`src/rtl/udt_pkg.sv`:
```
package udt_pkg;
    localparam int CTRL_W = 10;
    localparam int B_EN   = 0;
    localparam int B_UDIS = 1;
    localparam int B_URS  = 2;
    localparam int B_OPM  = 3;
    localparam int B_DIR  = 4;
    localparam int B_CMS  = 5;
    localparam int B_ARPE = 7;
    localparam int B_CKD  = 8;

    typedef enum logic {
        S_UP   = 1'b0,
        S_DOWN = 1'b1
    } dir_st_t;

    typedef enum logic [1:0] {
        CM_EDGE = 2'b00,
        CM_DN   = 2'b01,
        CM_UP   = 2'b10,
        CM_BOTH = 2'b11
    } cmode_t;
endpackage

```
`src/rtl/udt_ctrl.sv`:
```
module udt_ctrl
    import udt_pkg::*;
#(
    parameter int CW = 16
) (
    input  logic              clk,
    input  logic              rst_n,
    input  logic              ctrl_wr,
    input  logic [CTRL_W-1:0] ctrl_wdata,
    input  logic              reload_wr,
    input  logic [CW-1:0]     reload_wdata,
    input  logic              upd_evt,
    input  logic              dir_hw,
    output logic              en_o,
    output logic              udis_o,
    output logic              urs_o,
    output logic              dir_o,
    output cmode_t            cms_o,
    output logic [CW-1:0]     arr_now,
    output logic [CW-1:0]     arr_load,
    output logic              smp_tick
);
    logic          en_q, udis_q, urs_q, opm_q, dir_q, arpe_q;
    cmode_t        cms_q;
    logic [1:0]    ckd_q;
    logic [CW-1:0] pre_q, shd_q;
    logic [1:0]    div_q, div_mask;

    always_ff @(posedge clk or negedge rst_n) begin
        if (!rst_n) begin
            en_q   <= 1'b0;
            udis_q <= 1'b0;
            urs_q  <= 1'b0;
            opm_q  <= 1'b0;
            dir_q  <= 1'b0;
            arpe_q <= 1'b0;
            cms_q  <= CM_EDGE;
            ckd_q  <= 2'b00;
        end else begin
            if (ctrl_wr) begin
                en_q   <= ctrl_wdata[B_EN];
                udis_q <= ctrl_wdata[B_UDIS];
                urs_q  <= ctrl_wdata[B_URS];
                opm_q  <= ctrl_wdata[B_OPM];
                arpe_q <= ctrl_wdata[B_ARPE];
                cms_q  <= cmode_t'(ctrl_wdata[B_CMS +: 2]);
                ckd_q  <= ctrl_wdata[B_CKD +: 2];
            end else if (opm_q && upd_evt) begin
                en_q <= 1'b0;
            end
            // direction bit belongs to hardware while a center mode runs
            if (cms_q != CM_EDGE) begin
                dir_q <= dir_hw;
            end else if (ctrl_wr) begin
                dir_q <= ctrl_wdata[B_DIR];
            end
        end
    end

    always_ff @(posedge clk or negedge rst_n) begin
        if (!rst_n) begin
            pre_q <= '0;
            shd_q <= '0;
        end else begin
            if (reload_wr) begin
                pre_q <= reload_wdata;
            end
            if (reload_wr && !arpe_q) begin
                shd_q <= reload_wdata;
            end else if (upd_evt) begin
                shd_q <= pre_q;
            end
        end
    end

    always_comb begin
        unique case (ckd_q)
            2'b01:   div_mask = 2'b01;
            2'b10:   div_mask = 2'b11;
            default: div_mask = 2'b00;
        endcase
    end

    always_ff @(posedge clk or negedge rst_n) begin
        if (!rst_n) begin
            div_q <= 2'b00;
        end else begin
            div_q <= (div_q + 2'd1) & div_mask;
        end
    end

    assign smp_tick = (div_q == 2'b00);
    assign en_o     = en_q;
    assign udis_o   = udis_q;
    assign urs_o    = urs_q;
    assign dir_o    = dir_q;
    assign cms_o    = cms_q;
    assign arr_now  = shd_q;
    assign arr_load = pre_q;

    AST_OPM_STOPS: assert property (@(posedge clk) disable iff (!rst_n)
        (opm_q && en_q && upd_evt && !ctrl_wr) |=> !en_q) else $error("opm");
    AST_SHADOW_HELD: assert property (@(posedge clk) disable iff (!rst_n)
        (arpe_q && !upd_evt) |=> $stable(shd_q)) else $error("shadow");
endmodule

```
`src/rtl/udt_engine.sv`:
```
module udt_engine
    import udt_pkg::*;
#(
    parameter int CW = 16
) (
    input  logic          clk,
    input  logic          rst_n,
    input  logic          en,
    input  logic          dir_bit,
    input  cmode_t        cms,
    input  logic          udis,
    input  logic          urs,
    input  logic [CW-1:0] arr_now,
    input  logic [CW-1:0] arr_load,
    input  logic          sw_upd,
    input  logic          slv_upd,
    output logic [CW-1:0] cnt_o,
    output logic [CW-1:0] cnt_nxt,
    output logic          step,
    output logic          step_down,
    output logic          dir_next,
    output logic          upd_evt,
    output logic          upd_irq
);
    localparam logic [CW-1:0] ONE = {{(CW-1){1'b0}}, 1'b1};

    dir_st_t       state, state_d, state_run;
    logic [CW-1:0] cnt_q, cnt_run, cnt_d;
    logic          center, ovf, unf, wrap, irq_d;

    assign center    = (cms != CM_EDGE);
    assign step_down = center ? (state == S_DOWN) : dir_bit;
    assign step      = en && !sw_upd;

    always_comb begin
        ovf       = 1'b0;
        unf       = 1'b0;
        cnt_run   = cnt_q;
        state_run = state;
        if (center) begin
            unique case (state)
                S_UP: begin
                    if (arr_now == '0 || cnt_q >= arr_now - ONE) begin
                        cnt_run   = arr_now;
                        ovf       = 1'b1;
                        state_run = S_DOWN;
                    end else begin
                        cnt_run = cnt_q + ONE;
                    end
                end
                S_DOWN: begin
                    if (cnt_q <= ONE) begin
                        cnt_run   = '0;
                        unf       = 1'b1;
                        state_run = S_UP;
                    end else begin
                        cnt_run = cnt_q - ONE;
                    end
                end
            endcase
        end else begin
            state_run = dir_bit ? S_DOWN : S_UP;
            if (!dir_bit) begin
                if (cnt_q >= arr_now) begin
                    cnt_run = '0;
                    ovf     = 1'b1;
                end else begin
                    cnt_run = cnt_q + ONE;
                end
            end else begin
                if (cnt_q == '0) begin
                    cnt_run = arr_now;
                    unf     = 1'b1;
                end else begin
                    cnt_run = cnt_q - ONE;
                end
            end
        end
    end

    always_comb begin
        wrap = step && (ovf || unf);
        if (!center) begin
            state_d = dir_bit ? S_DOWN : S_UP;
        end else if (step) begin
            state_d = state_run;
        end else begin
            state_d = state;
        end
        if (sw_upd) begin
            cnt_d = step_down ? (udis ? arr_now : arr_load) : '0;
        end else if (step) begin
            cnt_d = cnt_run;
        end else begin
            cnt_d = cnt_q;
        end
        upd_evt = !udis && (wrap || sw_upd || slv_upd);
        irq_d   = upd_evt && (!urs || wrap);
    end

    always_ff @(posedge clk or negedge rst_n) begin
        if (!rst_n) begin
            state <= S_UP;
        end else begin
            state <= state_d;
        end
    end

    always_ff @(posedge clk or negedge rst_n) begin
        if (!rst_n) begin
            cnt_q   <= '0;
            upd_irq <= 1'b0;
        end else begin
            cnt_q   <= cnt_d;
            upd_irq <= irq_d;
        end
    end

    assign cnt_o    = cnt_q;
    assign cnt_nxt  = cnt_run;
    assign dir_next = (state_d == S_DOWN);

    AST_HOLD_WHEN_OFF: assert property (@(posedge clk) disable iff (!rst_n)
        (!en && !sw_upd) |=> $stable(cnt_o)) else $error("hold");
    AST_UDIS_SILENT: assert property (@(posedge clk) disable iff (!rst_n)
        udis |=> !upd_irq) else $error("udis");
    AST_URS_FILTER: assert property (@(posedge clk) disable iff (!rst_n)
        (urs && !wrap) |=> !upd_irq) else $error("urs");
endmodule

```
`src/rtl/udt_compare.sv`:
```
module udt_compare
    import udt_pkg::*;
#(
    parameter int CW = 16
) (
    input  logic          clk,
    input  logic          rst_n,
    input  logic          step,
    input  logic          step_down,
    input  logic [CW-1:0] cnt_nxt,
    input  logic [CW-1:0] cmp_val,
    input  cmode_t        cms,
    output logic          flag
);
    logic qual;

    always_comb begin
        unique case (cms)
            CM_DN:   qual = step_down;
            CM_UP:   qual = !step_down;
            default: qual = 1'b1;
        endcase
    end

    always_ff @(posedge clk or negedge rst_n) begin
        if (!rst_n) begin
            flag <= 1'b0;
        end else begin
            flag <= step && qual && (cnt_nxt == cmp_val);
        end
    end

    AST_CMP_DOWN_ONLY: assert property (@(posedge clk) disable iff (!rst_n)
        (cms == CM_DN && step && !step_down) |=> !flag) else $error("cmp");
endmodule

```
`src/rtl/udt_core.sv`:
```
module udt_core
    import udt_pkg::*;
#(
    parameter int CW = 16
) (
    input  logic              clk,
    input  logic              rst_n,
    input  logic              ctrl_wr,
    input  logic [CTRL_W-1:0] ctrl_wdata,
    input  logic              reload_wr,
    input  logic [CW-1:0]     reload_wdata,
    input  logic [CW-1:0]     cmp_val,
    input  logic              sw_upd,
    input  logic              slv_upd,
    output logic [CW-1:0]     count_o,
    output logic              update_irq,
    output logic              compare_flag,
    output logic              dir_o,
    output logic              enable_o,
    output logic              smp_tick
);
    logic          en, udis, urs, dir_bit, dir_next, upd_evt, step, step_down;
    cmode_t        cms;
    logic [CW-1:0] arr_now, arr_load, cnt_nxt;

    udt_ctrl #(.CW(CW)) u_ctrl (
        .clk(clk), .rst_n(rst_n),
        .ctrl_wr(ctrl_wr), .ctrl_wdata(ctrl_wdata),
        .reload_wr(reload_wr), .reload_wdata(reload_wdata),
        .upd_evt(upd_evt), .dir_hw(dir_next),
        .en_o(en), .udis_o(udis), .urs_o(urs), .dir_o(dir_bit), .cms_o(cms),
        .arr_now(arr_now), .arr_load(arr_load), .smp_tick(smp_tick)
    );

    udt_engine #(.CW(CW)) u_eng (
        .clk(clk), .rst_n(rst_n),
        .en(en), .dir_bit(dir_bit), .cms(cms), .udis(udis), .urs(urs),
        .arr_now(arr_now), .arr_load(arr_load),
        .sw_upd(sw_upd), .slv_upd(slv_upd),
        .cnt_o(count_o), .cnt_nxt(cnt_nxt), .step(step), .step_down(step_down),
        .dir_next(dir_next), .upd_evt(upd_evt), .upd_irq(update_irq)
    );

    udt_compare #(.CW(CW)) u_cmp (
        .clk(clk), .rst_n(rst_n),
        .step(step), .step_down(step_down), .cnt_nxt(cnt_nxt),
        .cmp_val(cmp_val), .cms(cms), .flag(compare_flag)
    );

    assign dir_o    = step_down;
    assign enable_o = en;
endmodule

```
`config.mk`:
```
export PLATFORM = sky130hd
export DESIGN_NAME = udt_core
export DESIGN_NICKNAME = d
export VERILOG_FILES = /design/src/rtl/udt_pkg.sv /design/src/rtl/udt_ctrl.sv /design/src/rtl/udt_engine.sv /design/src/rtl/udt_compare.sv /design/src/rtl/udt_core.sv
export SDC_FILE = /design/constraint.sdc
export NUM_CORES = 1
export LEC_CHECK = 0
export CORE_ASPECT_RATIO = 2
export CORE_MARGIN = 5
export CORE_UTILIZATION = 45
export CTS_CLUSTER_DIAMETER = 150
export CTS_CLUSTER_SIZE = 28
export DETAILED_ROUTE_END_ITERATION = 10
export PLACE_DENSITY = 0.66
export SYNTH_ARGS = -nofsm -noshare
export SYNTH_HDL_FRONTEND = slang
export SYNTH_SLANG_ARGS = --single-unit
```
`constraint.sdc`:
```
create_clock -name clk -period 5.95 [get_ports clk]
set_input_delay 1.4875 -clock clk [delete_from_list [all_inputs] [get_ports clk]]
set_output_delay 1.4875 -clock clk [all_outputs]
set_load 0.05 [all_outputs]
```
==> impl_metrics.toml, run 1 <==
[layout]
nets = 866
layout.cells.non_filler = 936
drive_gt1_frac = 0.1178
syn2layout_area_growth_pct = 17.24
n_fill_cell = 1277
num_antenna_cells = 0

[placed_design]
place_hpwl_um = 19850
port_buffers = 68
place_inst = 920
place.gp.congestion = 1.012

[floorplanning]
io-pin-count = 69
initial_utilization = 0.4572
dieArea_sq_um = 16150
die_h_um = 174.8
core_area_sq_um = 13360
rows = 60
die_w_um = 92.39

[grt]
grt_max_degree = 64
grtUsageMet3 = 0.05256
overflow = 0
gr-usage-all-layers = 0.3274
grt_use_met1 = 0.3514
grt_pass1_wl_um = 39360
grt.busiest_layer = "met2"
use_met2 = 0.5711
first_global_vias = 6433
antenna_found_initial = 0

[timing]
slew_viol_final = 0
setup_viol = 0
finClkSkew_ns = 0.01332
rsz0062_at_grt = "no"
period_needed_ns = 5.357
worst-slew-pin-transition_ns = 1.116
tns_ns = 0
max_freq_mhz = 186.7
hold_viol = 0
max_slew_margin = 0.2527
period_share = 0.9004
hold_ws_ns = 0.4258

[clock_tree]
numCtsBuffers = 9
clockBufferDepth = 2
cts-resized-gates = 0
post_cts_buffers = 0
tritoncts = "built"
cts.reportedPaths.clkPinSlew_ns = 0.07
cts_num_sinks = 63
clk_latency_ns = 0.34
ctsHtreeMaxLevel = 3
cts_hold_buffers = 0
root_buffer = "clkbuf_16"

[synthesis]
synth_most_common_cell = "dfrtp_1"
ys_seq_elements = 63
synth_edf_count = 0
synth_warnings = 0
syn_area_per_cell_sq_um = 8.346
synthesis.area_sq_um = 6110
yosysTopAreaCellShare = 0.2580
syn-num-nets = 822
yosys.area.top_type = "dfrtp_1"
synthAdderAreaFrac = 0.08601
ys_seq_area_frac = 0.2580
synthXorXnorAreaFrac = 0.04874
synthMuxAreaShare = 0.1100
synth_top_family_by_area = "compound AO/OA/AOI/OAI gates"
yosysUniqueCellTypes = 91
synthTopCellsByArea = "dfrtp_1, ha_1, mux2i_1"
synth_common_cells = "dfrtp_1, o21ai_0, nor2_1"
synth_compound_area_frac = 0.2400
ys_async_sr_fraction = 1.000
synth_flop_cell = "dfrtp_1"
yosys.area_share.simple = 0.1782
syn_inst = 732

[critical_path]
crit_path_start = "u_ctrl.arr_now[0]"
worstSetupPathType = "register to register"
arrival_ns = 5.61
cpPeakStageDelay_ns = 0.58
cp_slowest_cell = "and3_1"
r2r_start = "u_ctrl.arr_now[0]"
cp-end-kind = "register"
cp_max_fo = 13
crit_chain = "inv_1 -> ha_1 -> or4b_1 -> or4_4 -> nor4_1 -> xnor2_1 -> ha_1 -> nand4_1 -> nor2_1 -> a311oi_1 -> and3_1 -> nand2_1 -> o21a_1 -> o221a_2 -> a2111oi_4 -> nand4_1 -> nor4b_2"
crit_required_ns = 6.20
critPathLaunchType = "register"

[min_path]
hold_start = "u_ctrl.div_q[0]"
hold_class = "register to register"

[pwr]
combPwrFrac = 0.591
ir_drop_uv = 244.9
swShare = 0.5044
switchingPower_mw = 1.592
clkPwrFrac = 0.188
power_density_nw_per_um2 = 440.6
total_power_mw = 3.156
power_frac_seq = 0.221
p_leak_nw = 2.880
p_int_mw = 1.564

[detailed_routing]
drtIter0Drc = 679
first_pass_iters = 6
totalWireLength_um = 25860
vias = 6186
ant_nets = 0
drcViolationCount = 0
via_per_inst = 6.609
wl_per_cell_um = 27.63

[outcome]
status = "completed"

[run]
drv_cap = 0
==> placed cells by master (no fill, tap or decap), types with 4 or more instances in the layout <==
cell type        instances
a31oi_1                  6
o21ai_1                  8
or3_1                    8
xor2_1                   4
a211oi_1                 5
nor3_1                  23
ha_1                    42
a21o_1                   4
nor4_1                  10
nand4_1                 15
o21ai_0                 57
nand3_1                 17
a21oi_1                 45
buf_4                   24
o211ai_1                10
mux2i_1                 39
o22ai_1                 17
clkbuf_16                9
mux2_2                  24
xnor2_1                 30
a221oi_1                 5
clkdlybuf4s50_1         67
o21a_1                   6
dfrtp_1                 63
inv_1                   36
and3_1                   5
nand2_1                 54
nor2_1                  55
==> layout make-up <==
cell class | instances | area [sq um] | area share
clock buffer | 10 | 239.0 | 0.03336
clock inverter | 6 | 93.84 | 0.01310
inverter | 37 | 138.9 | 0.01939
tap | 155 | 193.9 | 0.02707
multi-input combinational | 573 | 4065 | 0.5675
sequential | 63 | 1577 | 0.2201
timing repair buffer | 92 | 855.8 | 0.1195
==> routing by layer <==
layer / vias up / share of wire
met1: 2946 / 0.33
met3: 107 / 0.068
met4: 0 / 0.082
met2: 332 / 0.52
li1: 2801 / -
met5: - / 0
==> metrics by stage <==
stage          setup slack [ns]    util  cell area, sq um
2_1_floorplan             1.548       -              6110
4_1_cts                  0.5978  0.5360              7163
6_report                 0.5927  0.5360              7163
3_5_place_dp             0.6495  0.5111              6830
5_1_grt                  0.2177  0.5360              7163
3_3_place_gp             0.8055  0.5111              6830
==> registers in the layout, summed over array words and instances, names as in the netlist <==
signal           cells
u_cmp.flag           1
u_ctrl.arpe_q        1
u_eng.state          1
u_ctrl.ckd_q         2
u_ctrl.udis_o        1
u_eng.upd_irq        1
u_ctrl.dir_o         1
u_ctrl.arr_now      16
u_ctrl.cms_o         2
u_ctrl.div_q         2
u_ctrl.urs_o         1
u_ctrl.opm_q         1
u_eng.cnt_o         16
u_ctrl.arr_load     16
u_ctrl.en_o          1
==> critical path, delay by kind of cell, from the launching register on <==
family / cells / cell delay, ns
flops: 1 / 0.47
xor+xnor: 1 / 0.17
buf+inv: 1 / 0.12
fa+ha+maj: 2 / 0.47
compound gates: 4 / 1.19
simple gates: 9 / 2.85
==> final timing paths <==
kind,endpoint,slack [ns],cells after the start
max reg2reg,u_cmp.flag,0.59,17
min,u_ctrl.div_q[0],0.43,1
max in group asynchronous,u_ctrl.arr_load[4],4.06,2
max,u_cmp.flag,0.59,17
min reg2reg,u_ctrl.div_q[0],0.43,1
min in group asynchronous,u_ctrl.ckd_q[1],1.32,2
==> power groups by stage <==
| stage | logic [mW] | clock network, mW | registers, mW |
|---|---|---|---|
| after floorplan | 1.19 | 0 | 0.719 |
| after global placement | 1.80 | 0 | 0.693 |
| after detailed placement | 1.82 | 0 | 0.696 |
| after CTS | 1.83 | 0.596 | 0.689 |
| after global routing | 1.99 | 0.620 | 0.710 |
| final | 1.87 | 0.592 | 0.699 |
==> kinds of logic after synthesis <==
logic type               count (synthesis)
AO/OA/AOI/OAI                          218
XOR/XNOR                                34
adder cells (fa/ha/maj)                 42
buffers and inverters                   96
flip-flops                              63
multiplexers                            64
AND/OR/NAND/NOR                        215
Power figures use the tool's default switching activity.
==> inputs of run 2 (changes only) <==
Settings changed: PLACE_DENSITY 0.66 to 0.62.
==> run 2 against run 1 <==
Net effect:
- hold slack lost 0.0065 ns
- setup slack gained 0.056 ns
- non-clock buffer count shrank 6
- critical endpoint unchanged
- largest cell class unchanged
==> impl_metrics.toml, run 2 (synthesis results as in run 1) <==
[pwr]
p_leak_nw = 2.850
ir_drop_uv = 278.6
total_power_mw = 3.135
power_density_nw_per_um2 = 440.4

[floorplanning]
io-pin-count = 69
rows = 60
initial_utilization = 0.4572
dieArea_sq_um = 16150
die_h_um = 174.8
core_area_sq_um = 13360
die_w_um = 92.39

[critical_path]
ff2ff_setup_slack_ns = 0.65
crit_chain = "inv_1 -> ha_1 -> or4b_1 -> or4_4 -> nor4_1 -> xnor2_1 -> ha_1 -> nand4_1 -> nor2_1 -> a311oi_1 -> nand3_1 -> nor3_2 -> a21oi_1 -> o221a_2 -> a2111oi_4 -> nand4_1 -> nor4b_2"
worstSetupPathType = "register to register"
cp-end-kind = "register"
critPathLaunchType = "register"
crit_required_ns = 6.19
cpPeakStageDelay_ns = 0.63
arrival_ns = 5.54
path_buf_inv = 1
cpLargestDelayFamily = "simple AND/OR/NAND/NOR gates"
cp_slowest_cell = "nor3_2"
cp_max_fo = 8

[grt]
grt_pass1_wl_um = 37470
gr-usage-all-layers = 0.3097
antenna_found_initial = 0
overflow = 0
grt_max_degree = 64
first_global_vias = 6401

[timing]
max_slew_margin = 0.2414
finClkSkew_ns = 0.01163
rsz0062_at_grt = "no"
max_freq_mhz = 188.6
hold_viol = 0
tns_ns = 0
layout_setup_ws_ns = 0.6489
period_needed_ns = 5.301
slew_viol_final = 0
setup_viol = 0
worst-slew-pin-transition_ns = 1.133
hold_ws_ns = 0.4193
period_share = 0.8909

[layout]
design_area_sq_um = 7118
n_fill_cell = 1288
layout.cells.non_filler = 930
syn2layout_area_growth_pct = 16.51
drive_gt1_frac = 0.1110
num_antenna_cells = 0
most-common-layout-cells = "clkdlybuf4s50_1, dfrtp_1, o21ai_0"
final_common_cell = "clkdlybuf4s50_1"
final_util = 0.5327
nets = 860

[clock_tree]
tritoncts = "built"
numCtsBuffers = 9
cts_hold_buffers = 0
cts.reportedPaths.clkPinSlew_ns = 0.06
cts_num_sinks = 63
post_cts_buffers = 0
cts-resized-gates = 0
clockBufferDepth = 2
clk_latency_ns = 0.34
root_buffer = "clkbuf_16"
ctsHtreeMaxLevel = 3

[detailed_routing]
ant_nets = 0
drcViolationCount = 0
via_per_inst = 6.659
drtIter0Drc = 532
wl_per_cell_um = 26.56
totalWireLength_um = 24700
vias = 6193
first_pass_iters = 7

[placed_design]
port_buffers = 68
place_area_sq_um = 6785
place_hpwl_um = 19380
place.gp.congestion = 1.027
place_inst = 914
pre_cts_ws_ns = 0.7074

[run]
drv_cap = 0

[min_path]
hold_class = "register to register"

[outcome]
status = "completed"
==> run 2: cell types whose count changed in the layout (fill, tap and decap cells not counted), sizes merged <==
cell | previous run | this run
clkinvlp | 1 | 2
buf | 25 | 19
clkbuf | 10 | 11
clkinv | 4 | 2
==> run 2: worst paths after layout <==
kind,end,startpoint,cells after the start
worst max-delay path,u_cmp.flag,u_ctrl.arr_now[1],17
worst min-delay path,u_ctrl.div_q[0],u_ctrl.div_q[0],1
worst max register to register,u_cmp.flag,u_ctrl.arr_now[1],17
worst min register to register,u_ctrl.div_q[0],u_ctrl.div_q[0],1
max in group asynchronous,u_ctrl.arr_load[15],rst_n,2
min in group asynchronous,u_ctrl.arr_load[14],rst_n,2
==> run 2: cell type report <==
class | instances | area (sq um) | area share
Multi-Input combinational cell | 573 | 4065 | 0.5711
Sequential cell | 63 | 1577 | 0.2215
Tap cell | 155 | 193.9 | 0.02725
Inverter | 37 | 138.9 | 0.01951
Clock inverter | 5 | 80.08 | 0.01125
Clock buffer | 11 | 252.7 | 0.03551
Timing Repair Buffer | 86 | 810.8 | 0.1139
==> run 2: routing by layer <==
metal	part of all wire	global-route usage
met2	0.50	0.5374
met4	0.10	0.2574
met1	0.34	0.3199
met3	0.055	0.04782
met5	0	0
==> run 2: power breakdown <==
group,internal [mW],switching [mW]
Clock,0.389,0.208
Sequential,0.508,0.214
Combinational,0.665,1.15
Total,1.56,1.57
==> run 2: worst register-to-register path, cell delays in order (launching register included) <==
cell	delay, ns
dfrtp_1	0.41
inv_1	0.15
ha_1	0.23
or4b_1	0.54
or4_4	0.46
nor4_1	0.24
xnor2_1	0.17
ha_1	0.26
nand4_1	0.13
nor2_1	0.07
a311oi_1	0.32
nand3_1	0.26
nor3_2	0.63
a21oi_1	0.14
o221a_2	0.35
a2111oi_4	0.35
nand4_1	0.15
nor4b_2	0.31
==> inputs of run 3 (changes only) <==
Settings changed: SLEW_MARGIN set to 20.
==> run 3 against run 2 <==
Net effect:
- wire length hardly changed
- maximum frequency down 0.12%
- core utilization is essentially flat
- flip-flop and latch count did not move
- critical path type unchanged
- largest cell class unchanged
==> impl_metrics.toml, run 3 (synthesis results as in run 1) <==
[clock_tree]
root_buffer = "clkbuf_16"
cts_hold_buffers = 0
ctsHtreeMaxLevel = 3
cts_num_sinks = 63
tritoncts = "built"
cts-resized-gates = 0
clk_latency_ns = 0.34
post_cts_buffers = 0
clockBufferDepth = 2
cts.reportedPaths.clkPinSlew_ns = 0.06
numCtsBuffers = 9

[timing]
rsz0062_at_grt = "no"
max_freq_mhz = 188.4
hold_viol = 0
period_share = 0.8920
tns_ns = 0
worst-slew-pin-transition_ns = 0.9735
setup_viol = 0
max_slew_margin = 0.3450
period_needed_ns = 5.307
slew_viol_final = 0
layout_setup_ws_ns = 0.6427
finClkSkew_ns = 0.01143

[critical_path]
arrival_ns = 5.54
cp_slowest_cell = "nor3_2"
cp_max_fo = 8
cpLargestDelayFamily = "simple AND/OR/NAND/NOR gates"
cp-end-kind = "register"
worstSetupPathType = "register to register"
ff2ff_setup_slack_ns = 0.64
crit_chain = "inv_1 -> ha_1 -> or4b_1 -> or4_4 -> nor4_1 -> xnor2_1 -> ha_1 -> nand4_1 -> nor2_1 -> a311oi_1 -> nand3_1 -> nor3_2 -> a21oi_1 -> o221a_2 -> a2111oi_4 -> nand4_1 -> nor4b_2"
crit_required_ns = 6.19
rr_endpoint = "u_cmp.flag"
rr_worst_depth = 17
critPathLaunchType = "register"
r2r_start = "u_ctrl.arr_now[1]"
path_buf_inv = 1
cpPeakStageDelay_ns = 0.64

[placed_design]
port_buffers = 68
place_hpwl_um = 19380
pre_cts_ws_ns = 0.7074
place_inst = 914
place.gp.congestion = 1.027

[detailed_routing]
first_pass_iters = 6
drcViolationCount = 0
ant_nets = 0
wl_per_cell_um = 26.57
via_per_inst = 6.681
drtIter0Drc = 562
vias = 6213
totalWireLength_um = 24710

[pwr]
swShare = 0.5018
p_leak_nw = 2.854
total_power_mw = 3.136
p_int_mw = 1.563
power_density_nw_per_um2 = 440.3
switchingPower_mw = 1.574
power_frac_seq = 0.231
combPwrFrac = 0.579
clkPwrFrac = 0.190
ir_drop_uv = 278.9

[floorplanning]
dieArea_sq_um = 16150
die_h_um = 174.8
die_w_um = 92.39
io-pin-count = 69
rows = 60
initial_utilization = 0.4572
core_area_sq_um = 13360

[layout]
nets = 860
final_util = 0.5331
drive_gt1_frac = 0.1110
syn2layout_area_growth_pct = 16.59
num_antenna_cells = 0
layout.cells.non_filler = 930
final_common_cell = "clkdlybuf4s50_1"
most-common-layout-cells = "clkdlybuf4s50_1, dfrtp_1, o21ai_0"

[grt]
gr-usage-all-layers = 0.3097
overflow = 0
antenna_found_initial = 0
grt_pass1_wl_um = 37470
grt_max_degree = 64
first_global_vias = 6401

[run]
drv_cap = 0

[min_path]
holdPathEnd = "u_ctrl.div_q[0]"
hold_start = "u_ctrl.div_q[0]"
hold_class = "register to register"
holdPathStages = 1

[outcome]
status = "completed"
==> run 3: cell counts in the layout (fill, tap and decap cells not counted) <==
Identical to the previous run, type by type.
==> run 3: per-stage QoR <==
stage / hold WS (ns) / cell area, sq um
floorplan: 0.3964 / 6110
global route: 0.4659 / 7123
detailed placement: 0.4147 / 6785
global placement: 0.4098 / 6785
finish: 0.4193 / 7123
CTS: 0.4225 / 7118
==> run 3: power by group through the flow <==
stage          Combinational [mW]  Clock, mW  Sequential (mW)
2_1_floorplan                1.19          0            0.719
3_3_place_gp                 1.75          0            0.722
3_5_place_dp                 1.77          0            0.722
4_1_cts                      1.78      0.606            0.715
5_1_grt                      1.94      0.624            0.733
6_report                     1.82      0.596            0.724
==> run 3: worst max path at each step <==
stage	from	slack, ns	cells after the start	end
floorplan	u_ctrl.arr_now[0]	1.55	17	u_cmp.flag
global placement	u_ctrl.arr_now[0]	0.80	17	u_cmp.flag
detailed placement	u_ctrl.arr_now[0]	0.71	17	u_cmp.flag
CTS	u_ctrl.arr_now[1]	0.69	17	u_cmp.flag
global route	u_ctrl.arr_now[1]	0.31	17	u_cmp.flag
finish	u_ctrl.arr_now[1]	0.64	17	u_cmp.flag
==> run 3: final cells by class <==
cell class | instances | area (sq um)
timing repair buffer | 86 | 810.8
multi-input combinational | 573 | 4070
fill | 1288 | 6240
tap | 155 | 193.9
clock inverter | 5 | 80.08
sequential | 63 | 1577
inverter | 37 | 138.9
clock buffer | 11 | 252.7
==> run 3: metal layers <==
| layer | wire length (um) | GRT usage | part of all wire | vias up |
|---|---|---|---|---|
| met4 | 2418 | 0.2574 | 0.098 | 0 |
| met5 | 0 | 0 | 0 | - |
| met3 | 1376 | 0.04782 | 0.056 | 122 |
| met1 | 8407 | 0.3199 | 0.34 | 2986 |
| li1 | - | - | - | 2783 |
| met2 | 12510 | 0.5374 | 0.51 | 322 |
